### config.mk
export PLATFORM = sky130hd
export DESIGN_NAME = cmdq_fence
export DESIGN_NICKNAME = d
export VERILOG_FILES = /design/src/rtl/cmdq_pkg.sv /design/src/rtl/cmdq_fifo.sv /design/src/rtl/cmdq_ctrl.sv /design/src/rtl/cmdq_fence.sv
export SDC_FILE = /design/constraint.sdc
export NUM_CORES = 1
export LEC_CHECK = 0
export BUFFER_PORTS_ARGS = -buffer_cell sky130_fd_sc_hd__buf_2
export CAP_MARGIN = 40
export CORE_ASPECT_RATIO = 1.25
export CORE_MARGIN = 10
export CORE_UTILIZATION = 40
export DETAILED_ROUTE_END_ITERATION = 8
export GPL_TIMING_DRIVEN = 0
export PLACE_DENSITY = 0.69
export RECOVER_POWER = 25
export SYNTH_ARGS = -nofsm -noshare
export SYNTH_HDL_FRONTEND = slang
export SYNTH_HIERARCHICAL = 1
export SYNTH_SLANG_ARGS = --single-unit
### constraint.sdc
create_clock -name clk -period 3.4 [get_ports clk]
set_input_delay 0.68 -clock clk [delete_from_list [all_inputs] [get_ports clk]]
set_output_delay 0.68 -clock clk [all_outputs]
set_load 0.01 [all_outputs]
### src/rtl/cmdq_pkg.sv
package cmdq_pkg;

  typedef enum logic [2:0] {
    OP_STATE_RESET = 3'd0,
    OP_REDIRECT    = 3'd1,
    OP_ICACHE_FENCE = 3'd2,
    OP_FEEDBACK    = 3'd3,
    OP_TLB_FILL    = 3'd4,
    OP_TLB_FENCE   = 3'd5
  } cmd_op_e;

  localparam int OP_W = 3;

  function automatic logic op_flushes(input logic [OP_W-1:0] op);
    return (op == OP_STATE_RESET) || (op == OP_REDIRECT);
  endfunction

  function automatic logic op_is_feedback(input logic [OP_W-1:0] op);
    return op == OP_FEEDBACK;
  endfunction

endpackage

### src/rtl/cmdq_fifo.sv
module cmdq_fifo #(
  parameter int DEPTH = 4,
  parameter int W     = 8
) (
  input  logic         clk,
  input  logic         rst_n,
  input  logic         push,
  input  logic [W-1:0] din,
  output logic         full,
  input  logic         pop,
  output logic [W-1:0] dout,
  output logic         empty
);
  localparam int PTR_W = (DEPTH > 1) ? $clog2(DEPTH) : 1;
  localparam int CNT_W = $clog2(DEPTH + 1);
  localparam logic [PTR_W-1:0] LAST = PTR_W'(DEPTH - 1);
  localparam logic [CNT_W-1:0] CAP  = CNT_W'(DEPTH);

  logic [W-1:0]     slots [DEPTH];
  logic [PTR_W-1:0] wr_ptr, rd_ptr;
  logic [CNT_W-1:0] count;

  wire do_push = push && !full;
  wire do_pop  = pop && !empty;

  assign full  = (count == CAP);
  assign empty = (count == '0);
  assign dout  = slots[rd_ptr];

  always_ff @(posedge clk) begin
    if (do_push) slots[wr_ptr] <= din;
  end

  always_ff @(posedge clk) begin
    if (!rst_n) begin
      wr_ptr <= '0;
      rd_ptr <= '0;
      count  <= '0;
    end else begin
      if (do_push) wr_ptr <= (wr_ptr == LAST) ? '0 : wr_ptr + 1'b1;
      if (do_pop)  rd_ptr <= (rd_ptr == LAST) ? '0 : rd_ptr + 1'b1;
      case ({do_push, do_pop})
        2'b10:   count <= count + 1'b1;
        2'b01:   count <= count - 1'b1;
        default: count <= count;
      endcase
    end
  end
endmodule

### src/rtl/cmdq_ctrl.sv
module cmdq_ctrl
  import cmdq_pkg::*;
#(
  parameter int FENCE_LAG = 2
) (
  input  logic            clk,
  input  logic            rst_n,
  input  logic            head_valid,
  input  logic [OP_W-1:0] head_op,
  input  logic            done,
  output logic            pop,
  output logic            flush,
  output logic            fetch_en,
  output logic            fence
);
  localparam int LAG_W = $clog2(FENCE_LAG + 2);
  localparam logic [LAG_W-1:0] LAG_LOAD = LAG_W'(FENCE_LAG);

  logic             started;
  logic [LAG_W-1:0] lag;
  logic             fb_head;
  logic             retire_work;

  assign fb_head     = head_valid && op_is_feedback(head_op);
  assign pop         = fb_head || (head_valid && done);
  assign retire_work = pop && !fb_head;
  assign flush       = head_valid && !started && op_flushes(head_op);
  assign fence       = !head_valid && (lag == '0);

  always_ff @(posedge clk) begin
    if (!rst_n) begin
      started  <= 1'b0;
      lag      <= '0;
      fetch_en <= 1'b0;
    end else begin
      if (pop)             started <= 1'b0;
      else if (head_valid) started <= 1'b1;

      if (retire_work)     lag <= LAG_LOAD;
      else if (lag != '0)  lag <= lag - 1'b1;

      if (retire_work && head_op == OP_STATE_RESET) fetch_en <= 1'b1;
    end
  end
endmodule

### src/rtl/cmdq_fence.sv
module cmdq_fence
  import cmdq_pkg::*;
#(
  parameter int DEPTH     = 4,
  parameter int ADDR_W    = 39,
  parameter int SUB_W     = 3,
  parameter int FENCE_LAG = 2
) (
  input  logic              clk,
  input  logic              rst_n,
  input  logic              cmd_valid_i,
  output logic              cmd_ready_o,
  input  logic [OP_W-1:0]   cmd_op_i,
  input  logic [SUB_W-1:0]  cmd_sub_i,
  input  logic [ADDR_W-1:0] cmd_addr_i,
  output logic              exec_valid_o,
  output logic [OP_W-1:0]   exec_op_o,
  output logic [SUB_W-1:0]  exec_sub_o,
  output logic [ADDR_W-1:0] exec_addr_o,
  input  logic              exec_done_i,
  output logic              fetch_flush_o,
  output logic              fetch_en_o,
  output logic              fence_o
);
  localparam int ENTRY_W = OP_W + SUB_W + ADDR_W;

  logic               q_full, q_empty, head_pop;
  logic [ENTRY_W-1:0] q_head;

  cmdq_fifo #(.DEPTH(DEPTH), .W(ENTRY_W)) u_fifo (
    .clk   (clk),
    .rst_n (rst_n),
    .push  (cmd_valid_i),
    .din   ({cmd_op_i, cmd_sub_i, cmd_addr_i}),
    .full  (q_full),
    .pop   (head_pop),
    .dout  (q_head),
    .empty (q_empty)
  );

  assign cmd_ready_o  = !q_full;
  assign exec_valid_o = !q_empty;
  assign {exec_op_o, exec_sub_o, exec_addr_o} = q_head;

  cmdq_ctrl #(.FENCE_LAG(FENCE_LAG)) u_ctrl (
    .clk        (clk),
    .rst_n      (rst_n),
    .head_valid (!q_empty),
    .head_op    (q_head[ENTRY_W-1 -: OP_W]),
    .done       (exec_done_i),
    .pop        (head_pop),
    .flush      (fetch_flush_o),
    .fetch_en   (fetch_en_o),
    .fence      (fence_o)
  );
endmodule

# == Word level (Yosys, flattened, before mapping) ==
# Memories as Yosys holds them, arrays and structs flattened. A register that Yosys moved wholly into a read port is not among the register bits.
# Index checks and enable logic that the tools add are counted.
# totals
reg_bits,11
mem_count,1
ram_bits,180
word_cells,53
# op_classes
n_eq_ne,7
reduce_logical,23
bitwise_logic,1
muxes,9
add_sub_neg,5
# mem_list
memory,depth,width,rd,rd_ports_with_merged_regs,write_ports,line_no,source
u_fifo.slots,4,45,1,1,1,cmdq_fifo.sv:19,logic [W-1:0] slots [DEPTH];
# op_table
op,count
2-bit two-way mux,6
1-bit logical AND,9
"2-bit == test, second input constant",3
3-bit zero test,2
3-bit one-hot mux with 2 select lines,1
2-bit nonzero test,3
"2-bit by 1-bit adder with 2-bit output, second input constant",2
1-bit zero test,4
2-bit OR reduction,2
"3-bit by 1-bit adder with 3-bit output, second input constant",1
"3-bit by 1-bit == test with 1-bit output, second input constant",1
"3-bit by 2-bit == test with 1-bit output, second input constant",1
"3-bit == test, second input constant",1
"3-bit by 1-bit subtractor with 3-bit output, second input constant",1
"2-bit by 1-bit == test with 1-bit output, second input constant",1
2-bit zero test,1
1-bit logical OR,2
1-bit two-way mux,2
"2-bit by 1-bit subtractor with 2-bit output, second input constant",1
1-bit NOT,1

# == Logic depth before layout (Yosys ltp) ==
# depth
word_depth,7
mapped_depth,13
ltp_nobuf,12

# == Modules after synthesis ==
# Netlist, hierarchy kept.
# by_module_without_submodules
mod,area_each_um2,cells_per_inst,seq_area_each_um2,instances
cmdq_fifo,7048.0,291,5585.4,1
cmdq_ctrl,180.2,20,80.1,1
cmdq_fence,7.5,2,0.0,1

# == Least setup slack after synthesis ==
# No wires, ideal clock.
# synth_timing
path_kind,reg2reg
start,reg with a tool-made name
end,reg u_fifo.count[2]
arrival_time_ns,2.789
path_buffers,2
synth_period_minus_slack_ns,2.864
path_stages_with_launch,14
setup_ns,0.076
path_slack_ns,0.536
required_ns,3.324
cell_sequence,dfxtp_1 buf_6 buf_12 mux4_2 nand4b_1 nand2_1 o31ai_1 inv_1 ha_1 inv_1 fa_1 xor2_1 or3_1 a21boi_0
# synth_lines
item,line_no,source
"end signal, assigned",cmdq_fifo.sv:43,2'b10: count <= count + 1'b1;
"end signal, assigned",cmdq_fifo.sv:44,2'b01: count <= count - 1'b1;
"end signal, assigned",cmdq_fifo.sv:45,default: count <= count;
"end, declared",cmdq_fifo.sv:21,logic [CNT_W-1:0] count;

==> reports/summary.txt <==
Tcrit/Tclk final: 93.6%
Clock Pin Slew Worst Setup and Hold Paths: 0.07 ns
Status: complete, no violations
Final Util: 49.1%
FF+latch count, synth: 193
Num CTS Buffers: 17
Main flop type after synthesis: edfxtp_1
Core area: 17600 sq um
Initial antenna violation count: 1
Combinational power share: 21.4%
HP Class: flip-flop to flip-flop
Pwr/cell area: 721 nW/um^2
Row Count: 54
Worst-Skew Late Latency: 0.43 ns
Worst Tran Pin Value: 0.675 ns
First-pass GRT wire length: 21800 microns
Drt first pass iters: 4
Synthesis Warnings: 6
Initial drt markers: 170
Number of distinct library cells after synthesis: 32
Peak Freq: 314 MHz
Startpoint types: flip-flop
Worst Path Class, Setup: flip-flop to flip-flop
Root buf cell: clkbuf_16
Leak: 2.89 nW
Final hold violation count: 0
Maximum VDD drop: 0.294 mV
DR DRC count: 0
Relative slew slack: 55.0%
Crit. End Element: flip-flop
Crit path time final: 3.18 ns
Wire per inst: 20.4 microns
CTS tree: yes
Synth Net Count: 369
Detailed Route WL: 13700 microns
Worst EP arrival: 3.52 ns
Total grt overflow: 0
H-Tree Depth: 4
CP required: 3.74 ns
Switch share: 25.5%
I/O Buffers: 98
RSZ-0062 raised after global routing: no
GRT Total Usage: 12.0%
Int Power: 0.00465 W
Post-CTS setup buffers: 0
Commonest non-fill, non-tap cells in the layout: edfxtp_1, buf_2, mux4_2, clkbuf_1, clkbuf_16
Maximum buffer depth of the clock tree: 2
Area growth, synth to finish: 19.6%
CP Max Fanout: 10
Die footprint: 23900 sq um
DR vias: 3415
Synth Instances: 313
Vias in the first global route: 3845
Clk sinks: 193
Final setup viols: 0
Commonest non-fill, non-tap cell in the layout: edfxtp_1
EDFF count, synth: 180
Clock Skews: 0.0160 ns
Clk pwr share: 32.0%
Sequential Power Share: 46.7%
Antenna Nets Post-Route: 0
Share of layout cells above drive strength 1: 35.1%
Layout fillers: 1449
GPL Wtd Cong: 0.738
Die height: 170 microns
Die span in x: 140 microns
Syn_area_per_cell: 23.1 sq um
I/O pin count: 99
Sequential area share after synthesis: 78.3%
Final #Nets: 490
Pins Over Slew Limit: 0
Setup slack at placement: 0.148 ns
Final WS setup: 0.218 ns
Initial core utilization: 41.0%
Ys async rst share: 0%
Dpl hpwl: 9250 microns
Sw Pwr: 0.00159 W
Netlist Area Pre-Place: 7240 sq um
MaxCap Viol Count: 0
Largest net degree at the start of global routing: 27
Vias per Instance: 5.08
## sequential cells by signal (all words and copies together), names as in the netlist, named ones only
register         cells
u_ctrl/fetch_en      1
u_ctrl/lag           2
u_ctrl/started       1
u_fifo/count         3
u_fifo/rd_ptr        2
u_fifo/slots       180
u_fifo/wr_ptr        2
## cell type report
type | count | area, sq um | share of cell area, %
Antenna cell | 1 | 2.50 | 0.0289
Buffer | 12 | 128 | 1.47
Clock buffer | 20 | 437 | 5.05
Clock inverter | 12 | 156 | 1.81
Inverter | 10 | 37.5 | 0.434
Multi-Input combinational cell | 98 | 1410 | 16.3
Sequential cell | 193 | 5670 | 65.5
Tap cell | 224 | 280 | 3.24
Timing Repair Buffer | 102 | 534 | 6.17
## metal layers
metal | vias to the layer above | track usage, % | routed length, microns
met3 | 12 | 3.70 | 723
met5 | - | 0 | 0
met4 | 0 | 5.17 | 187
met1 | 1790 | 13.5 | 5480
li1 | 1537 | - | -
met2 | 76 | 20.5 | 7350
## power groups by stage
stage,Sequential (W),Combinational [W],Clock [W]
after floorplan,0.00295,0.000885,0
after global placement,0.00296,0.00131,0
after detailed placement,0.00296,0.00138,0
after CTS,0.00291,0.00138,0.00205
after global routing,0.00293,0.00146,0.00214
final,0.00291,0.00133,0.00199
## synth_stat cells (4+ instances only)
cell type / number / area share, %
edfxtp_1: 180 / 75
mux4_2: 40 / 12
dfxtp_1: 13 / 3.6
inv_1: 10 / 0.52
nand2_1: 10 / 0.52
and2_1: 6 / 0.52
ha_1: 6 / 1.0
buf_2: 5 / 0.35
mux4_1: 5 / 1.8
o21ai_0: 5 / 0.35
buf_12: 4 / 1.1
nand3_1: 4 / 0.28
## through the flow
stage / instance area, sq um / std cells / setup TNS (ns) / hold WS, ns / total power [W]
after detailed placement: 8090 / 639 / 0 / 0.444 / 0.00434
after global routing: 8650 / 671 / 0 / 0.466 / 0.00653
after CTS: 8680 / 671 / 0 / 0.442 / 0.00634
after global placement: 8010 / 635 / -3.03 / 0.435 / 0.00427
final: 8650 / 672 / 0 / 0.454 / 0.00624
after floorplan: 7240 / 313 / 0 / 0.463 / 0.00383
## what timing repair did
action                     in CTS  in global routing
resized for setup               0                  1
setup endpoints to repair       0                  1
hold buffers                    0                  0
## kinds of logic after synthesis
logic type,Yosys count,share of synthesized area (%)
muxes,47,14.5
and+or+nand+nor,32,2.42
AOI/OAI and AO/OA,10,0.934
buffers and inverters,22,2.25
xor gates and xnor gates,2,0.242
DFF,193,78.3
adders and majority gates,7,1.31
## critical path, stage by stage (launching register included)
cell	delay [ns]
dfxtp_1	0.33
buf_6	0.20
buf_12	0.18
mux4_2	0.56
nand4b_1	0.23
nand2_1	0.10
o31ai_1	0.14
inv_1	0.09
ha_1	0.17
inv_1	0.06
fa_1	0.38
xor2_1	0.17
or3_1	0.32
a21boi_0	0.18
## path summary, 6_finish.rpt
check	start	endpoint	slack [ns]	depth (start not counted)
hold reg to reg	u_ctrl/fetch_en$_SDFFE_PN0P_	u_ctrl/fetch_en$_SDFFE_PN0P_	0.45	2
setup / recovery	flip-flop	u_fifo/count[2]$_SDFFE_PN0P_	0.22	13
setup reg to reg	flip-flop	u_fifo/count[2]$_SDFFE_PN0P_	0.22	13
hold / removal	u_ctrl/fetch_en$_SDFFE_PN0P_	u_ctrl/fetch_en$_SDFFE_PN0P_	0.45	2
No activity file was read; power rests on OpenSTA's default activity.
